===== src/rtl/hrb_pkg.sv =====
package hrb_pkg;

   typedef enum logic [1:0] {
      RGN_NONE = 2'd0,
      RGN_MAC  = 2'd1,
      RGN_HOST = 2'd2
   } rgn_e;

   typedef struct packed {
      rgn_e       rgn;
      logic       port;
      logic [9:0] off;
   } dec_t;

   localparam int unsigned DW       = 32;
   localparam int unsigned CFG_N    = 6;
   localparam logic [9:0]  BANK_LO  = 10'h200;
   localparam logic [9:0]  BANK_HI  = 10'h39F;
   localparam logic [9:0]  HOST_LO  = 10'h3A0;
   localparam logic [9:0]  OFF_IFC  = 10'h320;
   localparam logic [9:0]  OFF_UC0  = 10'h380;
   localparam logic [9:0]  OFF_UC1  = 10'h384;
   localparam logic [9:0]  OFF_MC0  = 10'h388;
   localparam logic [9:0]  OFF_MC1  = 10'h38C;
   localparam logic [9:0]  OFF_IST  = 10'h3A0;
   localparam logic [9:0]  OFF_IEN  = 10'h3A4;
   localparam logic [9:0]  OFF_RDY  = 10'h3A8;
   localparam int unsigned MC_FLAG  = 23;

endpackage


===== src/rtl/hrb_decode.sv =====
module hrb_decode
   import hrb_pkg::*;
#(
   parameter int unsigned ADDR_W = 11,
   parameter int unsigned NPORT  = 2
) (
   input  logic [ADDR_W-1:0] addr_i,
   output dec_t              dec_o
);

   logic upper_zero;
   logic [9:0] off;
   logic port;

   generate
      if (ADDR_W > 11) begin : g_wide
         assign upper_zero = ~|addr_i[ADDR_W-1:11];
      end else begin : g_exact
         assign upper_zero = 1'b1;
      end
   endgenerate

   assign off  = addr_i[9:0];
   assign port = addr_i[10];

   always_comb begin
      dec_o.off  = off;
      dec_o.port = port;
      dec_o.rgn  = RGN_NONE;
      if (upper_zero && off >= BANK_LO && off <= BANK_HI && (int'(port) < int'(NPORT)))
         dec_o.rgn = RGN_MAC;
      else if (upper_zero && !port && off >= HOST_LO)
         dec_o.rgn = RGN_HOST;
   end

endmodule


===== src/rtl/hrb_port_regs.sv =====
module hrb_port_regs
   import hrb_pkg::*;
#(
   parameter int unsigned MC_DEPTH = 4
) (
   input  logic          clk,
   input  logic          rst_n,
   input  logic          acc_i,
   input  logic          wr_i,
   input  logic [9:0]    off_i,
   input  logic [DW-1:0] wdata_i,
   input  logic [DW-1:0] ifc_stat_i,
   output logic [DW-1:0] rdata_o
);

   logic [DW-1:0] cfg_q [CFG_N];
   logic [DW-1:0] uc_lo_q;
   logic [15:0]   uc_hi_q;
   logic [DW-1:0] mc_lo_q;
   logic [15:0]   mc_hi_q;
   logic [1:0]    mc_idx_q;
   logic          mc_flag_q;
   logic [47:0]   mc_tab [MC_DEPTH];
   logic [47:0]   tab_rd;
   logic          cfg_hit;
   logic [3:0]    cfg_sel;
   logic          wr_en;

   assign wr_en   = acc_i && wr_i;
   assign cfg_hit = (off_i[5:0] == 6'd0) && (off_i[9:6] >= 4'h8) && (off_i[9:6] <= 4'hD);
   assign cfg_sel = off_i[9:6] - 4'h8;

   generate
      for (genvar c = 0; c < CFG_N; c++) begin : g_cfg
         always_ff @(posedge clk) begin
            if (!rst_n)
               cfg_q[c] <= '0;
            else if (wr_en && cfg_hit && cfg_sel == 4'(c))
               cfg_q[c] <= wdata_i;
         end
      end
      for (genvar e = 0; e < MC_DEPTH; e++) begin : g_tab
         always_ff @(posedge clk) begin
            if (!rst_n)
               mc_tab[e] <= '0;
            else if (wr_en && off_i == OFF_MC1 && !wdata_i[MC_FLAG] && wdata_i[17:16] == 2'(e))
               mc_tab[e] <= {wdata_i[15:0], mc_lo_q};
         end
      end
   endgenerate

   always_comb begin
      tab_rd = '0;
      for (int e = 0; e < MC_DEPTH; e++)
         if (wdata_i[17:16] == 2'(e)) tab_rd = mc_tab[e];
   end

   always_ff @(posedge clk) begin
      if (!rst_n) begin
         uc_lo_q   <= '0;
         uc_hi_q   <= '0;
         mc_lo_q   <= '0;
         mc_hi_q   <= '0;
         mc_idx_q  <= '0;
         mc_flag_q <= 1'b0;
      end else if (wr_en) begin
         case (off_i)
            OFF_UC0: uc_lo_q <= wdata_i;
            OFF_UC1: uc_hi_q <= wdata_i[15:0];
            OFF_MC0: mc_lo_q <= wdata_i;
            OFF_MC1: begin
               mc_flag_q <= wdata_i[MC_FLAG];
               mc_idx_q  <= wdata_i[17:16];
               if (wdata_i[MC_FLAG]) begin
                  mc_lo_q <= tab_rd[31:0];
                  mc_hi_q <= tab_rd[47:32];
               end else begin
                  mc_hi_q <= wdata_i[15:0];
               end
            end
            default: ;
         endcase
      end
   end

   always_comb begin
      rdata_o = '0;
      if (cfg_hit)
         rdata_o = cfg_q[cfg_sel[2:0]];
      else begin
         case (off_i)
            OFF_IFC: rdata_o = ifc_stat_i;
            OFF_UC0: rdata_o = uc_lo_q;
            OFF_UC1: rdata_o = {16'h0, uc_hi_q};
            OFF_MC0: rdata_o = mc_lo_q;
            OFF_MC1: rdata_o = {8'h00, mc_flag_q, 5'b0, mc_idx_q, mc_hi_q};
            default: rdata_o = '0;
         endcase
      end
   end

   // a store through the window keeps the written upper half visible
   assert_mc_store_R5: assert property (@(posedge clk) disable iff (!rst_n)
      (wr_en && off_i == OFF_MC1 && !wdata_i[MC_FLAG]) |=> (mc_hi_q == $past(wdata_i[15:0])));

endmodule


===== src/rtl/hrb_irq.sv =====
module hrb_irq
   import hrb_pkg::*;
#(
   parameter int unsigned NPORT = 2
) (
   input  logic             clk,
   input  logic             rst_n,
   input  logic [NPORT-1:0] done_i,
   input  logic             host_wr_i,
   input  logic [9:0]       off_i,
   input  logic [NPORT-1:0] wbits_i,
   output logic [NPORT-1:0] ist_o,
   output logic [NPORT-1:0] ien_o,
   output logic [NPORT-1:0] rdy_o,
   output logic             irq_o
);

   logic [NPORT-1:0] ist_q, ien_q, rdy_q;
   logic [NPORT-1:0] ist_clr, rdy_clr;
   logic             irq_q;

   assign ist_clr = (host_wr_i && off_i == OFF_IST) ? wbits_i : '0;
   assign rdy_clr = (host_wr_i && off_i == OFF_RDY) ? wbits_i : '0;

   always_ff @(posedge clk) begin
      if (!rst_n) begin
         ist_q <= '0;
         ien_q <= '0;
         rdy_q <= '0;
         irq_q <= 1'b0;
      end else begin
         if (host_wr_i && off_i == OFF_IEN)
            ien_q <= wbits_i;
         ist_q <= (ist_q & ~ist_clr) | (done_i & ien_q);
         rdy_q <= (rdy_q & ~rdy_clr) | done_i;
         irq_q <= |(ist_q & ien_q);
      end
   end

   assign ist_o = ist_q;
   assign ien_o = ien_q;
   assign rdy_o = rdy_q;
   assign irq_o = irq_q;

   // without a port completion no ready bit rises
   assert_host_no_rdy_R10: assert property (@(posedge clk) disable iff (!rst_n)
      (done_i == '0) |=> ((rdy_q & ~$past(rdy_q)) == '0));

   // a status bit never rises while its enable was clear
   assert_gated_status_R9: assert property (@(posedge clk) disable iff (!rst_n)
      1'b1 |=> ((ist_q & ~$past(ist_q) & ~$past(ien_q)) == '0));

   // the line is only raised after some status bit was set
   assert_irq_source_R12: assert property (@(posedge clk) disable iff (!rst_n)
      irq_q |-> ($past(ist_q) != '0));

endmodule


===== src/rtl/host_reg_bridge.sv =====
module host_reg_bridge
   import hrb_pkg::*;
#(
   parameter int unsigned ADDR_W   = 11,
   parameter int unsigned NPORT    = 2,
   parameter int unsigned MC_DEPTH = 4
) (
   input  logic                clk,
   input  logic                rst_n,
   input  logic                req_i,
   input  logic                wr_i,
   input  logic [ADDR_W-1:0]   addr_i,
   input  logic [31:0]         wdata_i,
   input  logic [NPORT*32-1:0] ifc_stat_i,
   output logic                ack_o,
   output logic [31:0]         rdata_o,
   output logic [NPORT-1:0]    rdy_o,
   output logic                irq_o
);

   generate
      if (ADDR_W < 11) begin : g_bad_addr
         $error("host_reg_bridge: ADDR_W must be at least 11");
      end
      if (NPORT < 1 || NPORT > 2) begin : g_bad_port
         $error("host_reg_bridge: NPORT must be 1 or 2");
      end
      if (MC_DEPTH < 1 || MC_DEPTH > 4) begin : g_bad_depth
         $error("host_reg_bridge: MC_DEPTH must be 1 to 4");
      end
   endgenerate

   dec_t             dec;
   logic [NPORT-1:0] done;
   logic [DW-1:0]    port_rd [NPORT];
   logic [NPORT-1:0] ist, ien, rdy;
   logic             host_wr;
   logic [DW-1:0]    rd_mux;
   logic [DW-1:0]    rdata_q;
   logic             ack_q;

   hrb_decode #(.ADDR_W(ADDR_W), .NPORT(NPORT)) i_dec (
      .addr_i (addr_i),
      .dec_o  (dec)
   );

   generate
      for (genvar p = 0; p < NPORT; p++) begin : g_port
         assign done[p] = req_i && dec.rgn == RGN_MAC && int'(dec.port) == p;
         hrb_port_regs #(.MC_DEPTH(MC_DEPTH)) i_regs (
            .clk        (clk),
            .rst_n      (rst_n),
            .acc_i      (done[p]),
            .wr_i       (wr_i),
            .off_i      (dec.off),
            .wdata_i    (wdata_i),
            .ifc_stat_i (ifc_stat_i[p*32 +: 32]),
            .rdata_o    (port_rd[p])
         );
      end
   endgenerate

   assign host_wr = req_i && wr_i && dec.rgn == RGN_HOST;

   hrb_irq #(.NPORT(NPORT)) i_irq (
      .clk       (clk),
      .rst_n     (rst_n),
      .done_i    (done),
      .host_wr_i (host_wr),
      .off_i     (dec.off),
      .wbits_i   (wdata_i[NPORT-1:0]),
      .ist_o     (ist),
      .ien_o     (ien),
      .rdy_o     (rdy),
      .irq_o     (irq_o)
   );

   always_comb begin
      rd_mux = '0;
      case (dec.rgn)
         RGN_MAC: begin
            for (int p = 0; p < NPORT; p++)
               if (int'(dec.port) == p) rd_mux = port_rd[p];
         end
         RGN_HOST: begin
            case (dec.off)
               OFF_IST: rd_mux = 32'(ist);
               OFF_IEN: rd_mux = 32'(ien);
               OFF_RDY: rd_mux = 32'(rdy);
               default: rd_mux = '0;
            endcase
         end
         default: rd_mux = '0;
      endcase
   end

   always_ff @(posedge clk) begin
      if (!rst_n) begin
         ack_q   <= 1'b0;
         rdata_q <= '0;
      end else begin
         ack_q   <= req_i;
         rdata_q <= (req_i && !wr_i) ? rd_mux : '0;
      end
   end

   assign ack_o   = ack_q;
   assign rdata_o = rdata_q;
   assign rdy_o   = rdy;

   // every request is answered in the following cycle, and only then
   assert_ack_follows_R1: assert property (@(posedge clk) disable iff (!rst_n)
      req_i |=> ack_o);
   assert_no_spurious_ack_R1: assert property (@(posedge clk) disable iff (!rst_n)
      !req_i |=> !ack_o);

   // reserved reads return zero
   assert_reserved_zero_R7: assert property (@(posedge clk) disable iff (!rst_n)
      (req_i && !wr_i && dec.rgn == RGN_NONE) |=> (rdata_o == '0));

endmodule


===== config.mk =====
export PLATFORM = sky130hd
export DESIGN_NAME = host_reg_bridge
export DESIGN_NICKNAME = d
export VERILOG_FILES = /design/src/rtl/hrb_pkg.sv /design/src/rtl/hrb_decode.sv /design/src/rtl/hrb_port_regs.sv /design/src/rtl/hrb_irq.sv /design/src/rtl/host_reg_bridge.sv
export SDC_FILE = /design/constraint.sdc
export NUM_CORES = 2
export LEC_CHECK = 0
export CAP_MARGIN = 20
export CORE_ASPECT_RATIO = 1.75
export CORE_MARGIN = 2
export CORE_UTILIZATION = 35
export CTS_CLUSTER_SIZE = 40
export DETAILED_ROUTE_END_ITERATION = 7
export DONT_BUFFER_PORTS = 1
export PLACE_DENSITY = 0.45
export SYNTH_ARGS = -nofsm -noshare
export SYNTH_HDL_FRONTEND = slang
export SYNTH_SLANG_ARGS = --single-unit

===== constraint.sdc =====
create_clock -name clk -period 7.25 [get_ports clk]
set_input_delay 1.45 -clock clk [delete_from_list [all_inputs] [get_ports clk]]
set_output_delay 1.45 -clock clk [all_outputs]
set_load 0.05 [all_outputs]

Word level (Yosys, flattened, before mapping)
Memories as Yosys holds them, arrays and structs flattened.
Index checks and enable logic that the tools add are counted.
Storage, ports and cells
  flip-flop bits (word level): 238
  bits in writable memories: 768
  input port bits: 111
  output and inout bits: 36
  logic and storage cells: 240
  memories kept: 4
Operators by class
  add/sub/neg operators: 1
  magnitude comparators: 5
  eq/ne operators: 19
  multiplexer cells: 106
  bitwise gates (word level): 29
  reduce and logical (&&, ||, !) cells: 58
Memories
  g_port[0].i_regs.cfg_q: depth 6, width 32, read ports 1, clocked after memory_dff 0, write ports 6, RTL line hrb_port_regs.sv:16  | logic [DW-1:0] cfg_q [CFG_N];
  g_port[0].i_regs.mc_tab: depth 4, width 48, read ports 4, clocked after memory_dff 0, write ports 4, RTL line hrb_port_regs.sv:23  | logic [47:0] mc_tab [MC_DEPTH];
  g_port[1].i_regs.cfg_q: depth 6, width 32, read ports 1, clocked after memory_dff 0, write ports 6, RTL line hrb_port_regs.sv:16
  g_port[1].i_regs.mc_tab: depth 4, width 48, read ports 4, clocked after memory_dff 0, write ports 4, RTL line hrb_port_regs.sv:23
Operators by type and width (count)
  48-bit two-way mux: 16
  32-bit two-way mux: 17
  32-bit one-hot mux with 5 select lines: 2
  32-bit one-hot mux with 2 select lines: 3
  10-bit == test (second input constant): 8
  1-bit two-way mux: 61
  1-bit logical AND: 41
  16-bit two-way mux: 2
  10-bit greater-or-equal comparator (second input constant): 2
  1-bit bitwise OR: 20
  2-bit AND reduction: 7
  10-bit less-or-equal comparator (second input constant): 1
  2-bit bitwise AND: 4
  4-bit by 2-bit == test with 1-bit output (second input constant): 2
  4-bit by 3-bit == test with 1-bit output (second input constant): 2
  2-bit two-way mux: 4
  2-bit == test (second input constant): 3
  6-bit zero test: 1
  2-bit one-hot mux with 3 select lines: 1
  3-bit AND reduction: 2
  2-bit by 1-bit == test with 1-bit output (second input constant): 2
  4-bit by 1-bit == test with 1-bit output (second input constant): 1
  4-bit greater-or-equal comparator (second input constant): 1
  4-bit less-or-equal comparator (second input constant): 1
  other kinds (10): 14

Depth between registers and ports, before layout
  depth after elaboration: 15
  mapped depth: 10
  mapped depth without buffers: 5

By module
A second synthesis with hierarchy kept.
Unflattened totals
  cell total of the unflattened synthesis: 3655
  area, all modules: 46462.1 µm²
By module, submodules not included
  hrb_port_regs at g_port[0].i_regs: instances 1, cells each 1732, area each 22372.7 µm², seq. area each 13513.0 µm²
  hrb_port_regs at g_port[1].i_regs: instances 1, cells each 1751, area each 22308.9 µm², seq. area each 13513.0 µm²
  host_reg_bridge: instances 1, cells each 124, area each 1322.5 µm², seq. area each 660.6 µm²
  hrb_irq: instances 1, cells each 34, area each 344.1 µm², seq. area each 140.1 µm²
  hrb_decode: instances 1, cells each 14, area each 113.9 µm², seq. area each 0.0 µm²

Worst setup path after synthesis
Ideal clock, no wire load.
  kind: input port to flip-flop
  start: input port addr_i[5]
  end: memory g_port[0].i_regs.mc_tab[3][0] (enable)
  library setup time: 520 ps
  data arrival time: 6250 ps
  slack: 480 ps
  stages on the path: 8
  buffers on the path: 4
  cell sequence: buf_2 -> o211ai_1 -> nor2b_1 -> clkbuf_1 -> buf_2 -> nand3_1 -> clkbuf_1 -> o21ai_0
RTL lines
  start: declaration: RTL line host_reg_bridge.sv:12  | input logic [ADDR_W-1:0] addr_i,
  end: declaration: RTL line hrb_port_regs.sv:23

==> impl_metrics.tcl <==
set metrics [dict create \
    core_area_sq_um 129000 \
    yosysUniqueCellTypes 72 \
    drtIter0Drc 2316 \
    slew_viol_final 0 \
    grt_pass1_vias 28500 \
    drtAntennaViolNets 0 \
    grt.total_usage_pct 21.5 \
    synth_warnings 0 \
    initial_core_util_pct 35.3 \
    grt_overflow 0 \
    final_cell_mix "777 x and2_1, 768 x edfxtp_1, 372 x nand2_1" \
    crit_fanout 76 \
    synth_nets 3609 \
    placementRows 174 \
    cp_data_required_time_ns 7.60 \
    cts_hold_buf 0 \
    cts_tree "yes" \
    powerDensity_nw_per_um2 245 \
    max_freq_ghz 0.228 \
    design_area_sq_um 50500 \
    die_width_um 276 \
    grt_max_degree 239 \
    routedWlPerCell_um 28.1 \
    cp_slowest_stage_delay_ns 0.84 \
    drive_gt1_share_pct 14.8 \
    nets 3452 \
    die_height_um 481 \
    fin_skew_ns 0.0189 \
    drcViolationCount 0 \
    status "finished clean" \
    yosysTopAreaCellShare_pct 50.8 \
    htree_levels 3 \
    slew_headroom_pct 26.9 \
    hpwl_um 93100 \
    dieArea_sq_um 133000 \
    grt_pass1_wl_um 208000 \
    postSynthAreaPerCell_sq_um 13.0 \
    synth_edf_count 768 \
    worst_pin_slew_ns 1.10 \
    synth.yosys.seq_area_share_pct 61.2 \
    yosys.area.top_type "edfxtp_1" \
    cpMaxStageDelayCell "nor4bb_1" \
    clk_pin_slew_ns 0.06 \
    clock_latency_ns 0.72 \
    end_kind "flop" \
    rsz0062_at_grt "no" \
    setup_violations 0 \
    ys_ff_latch 1006 \
    min-delay-path-class "flop to flop" \
    cap_violations 0 \
    firstDrtPassIters 5 \
    async_reset_ff_share_pct 0 \
    syn2layout_area_growth_pct 11.2 \
    crit_type "input pin to flop" \
    postCtsResizedCells 0 \
    fin_hold_ws_ns 0.446 \
    cts_root_buf "clkbuf_16" \
    syn-cell-area_sq_um 45400 \
    cts_buffers 98 \
    clock_sinks 1006 \
    tns_ns 0 \
    syn_inst 3498 \
    ir_worst_vdd_mv 0.190 \
    min_period_ns 4.39 \
    synth.area.top_cells "edfxtp_1 51%, and2_1 11%, dfxtp_1 10%" \
    ys.flop_type "edfxtp_1" \
    grt_antenna_before_repair 29 \
    worstPathCellList "nor4bb_1, and3_4, nand3_1, buf_4, o21ai_4, buf_4" \
    avgViaCountPerCell 5.49 \
    vias 28100 \
    gp_congestion 0.805 \
    portBuffers 0 \
    timing.critical_path.from_type "input pin" \
    cpMostUsedCell "buf_4" \
    ioPinCount 147 \
    leakagePower_uw 0.0171 \
    finalHoldViolCount 0 \
    mostFrequentLayoutCell "and2_1" \
    n_fill_cell 12000 \
    clock_path_buffers 3 \
    cts_setup_buffers 0 \
    arrival_ns 4.75 \
    placed_cell_area_sq_um 47000 \
    fin_crit_sh_pct 60.6 \
    routed_wl_um 144000 \
]
critical path: cells and delay by family:
family	cells	cell delay (ns)
buf+inv	2	0.83
simple gates	3	1.65
compound gates	1	0.72
cells in the mapped netlist, drive strengths merged (13+ instances only):
master  instances
nor3           16
a211oi         24
a22oi          21
clkbuf        252
edfxtp        768
mux2           33
nand2b         20
a22o           13
nand2         372
dfxtp         238
mux2i          57
a21boi        107
a21oi          91
a221oi         17
a31oi          69
nor2           49
mux4          189
o211ai         14
and2          777
buf            66
o21ai         150
nand3          22
cell type report:
cell class	instances	area (sq um)	share of cell area [%]
inverter	3	11.3	0.0223
multi-input combinational	2171	16600	32.9
antenna	14	35.0	0.0693
tap	1672	2090	4.14
sequential	1006	27800	55.1
timing repair buffer	61	539	1.07
clock inverter	43	499	0.988
clock buffer	142	2890	5.72
metrics by stage:
step / util, % / cells / setup slack, ns / power [uW]
finish: 39.3 / 5112 / 2.86 / 12400
global route: 39.2 / 5100 / 2.69 / 12700
CTS: 39.2 / 5095 / 2.81 / 12500
detailed placement: 36.5 / 4910 / 2.04 / 7050
global placement: 36.5 / 4909 / 2.05 / 7030
floorplan: - / 3498 / 0.480 / 6980
worst paths after layout:
kind,cells after the start,startpoint,end,slack [ns]
worst max-delay path,6,addr_i[3],g_port[0].i_regs.mc_tab[2][24],2.86
worst min-delay path,2,g_port[0].i_regs.uc_lo_q[29],g_port[0].i_regs.uc_lo_q[29],0.45
worst max register to register,5,g_port[0].i_regs.cfg_q[2][22],rdata_o[22],5.01
worst min register to register,2,g_port[0].i_regs.uc_lo_q[29],g_port[0].i_regs.uc_lo_q[29],0.45
sequential cells by signal, summed over array words and instances (netlist names), 2 cells and up:
name	cells
g_port.i_regs.cfg_q	384
g_port.i_regs.mc_flag_q	2
g_port.i_regs.mc_hi_q	32
g_port.i_regs.mc_idx_q	4
g_port.i_regs.mc_lo_q	64
g_port.i_regs.mc_tab	384
g_port.i_regs.uc_hi_q	32
g_port.i_regs.uc_lo_q	64
i_irq.ien_o	2
i_irq.ist_o	2
i_irq.rdy_o	2
rdata_o	32
report_power, final:
group / switching, uW / total [uW] / leakage, uW / internal [uW]
clock: 2300 / 5460 / 0.00166 / 3160
combinational: 262 / 482 / 0.00603 / 220
sequential: 56.6 / 6430 / 0.00941 / 6370
cell families (layout without fill, tap and decap cells):
group / Yosys count / after routing / share of synthesized area, %
AND/OR/NAND/NOR: 1313 / 1313 / 16.1
flip-flops: 1006 / 1006 / 61.2
multiplexers: 279 / 279 / 11.4
other: 0 / 14 / 0
buffers and inverters: 321 / 249 / 2.91
AO/OA/AOI/OAI: 579 / 579 / 8.34
per-layer routing:
metal / wire length, um / track usage (%) / vias to the layer above
met5: 166 / 0 / -
met4: 3770 / 6.65 / 28
met3: 10200 / 4.13 / 197
met2: 69500 / 35.8 / 903
met1: 60200 / 28.4 / 14500
li1: - / - / 12500
(Power assumes the default switching activity.)
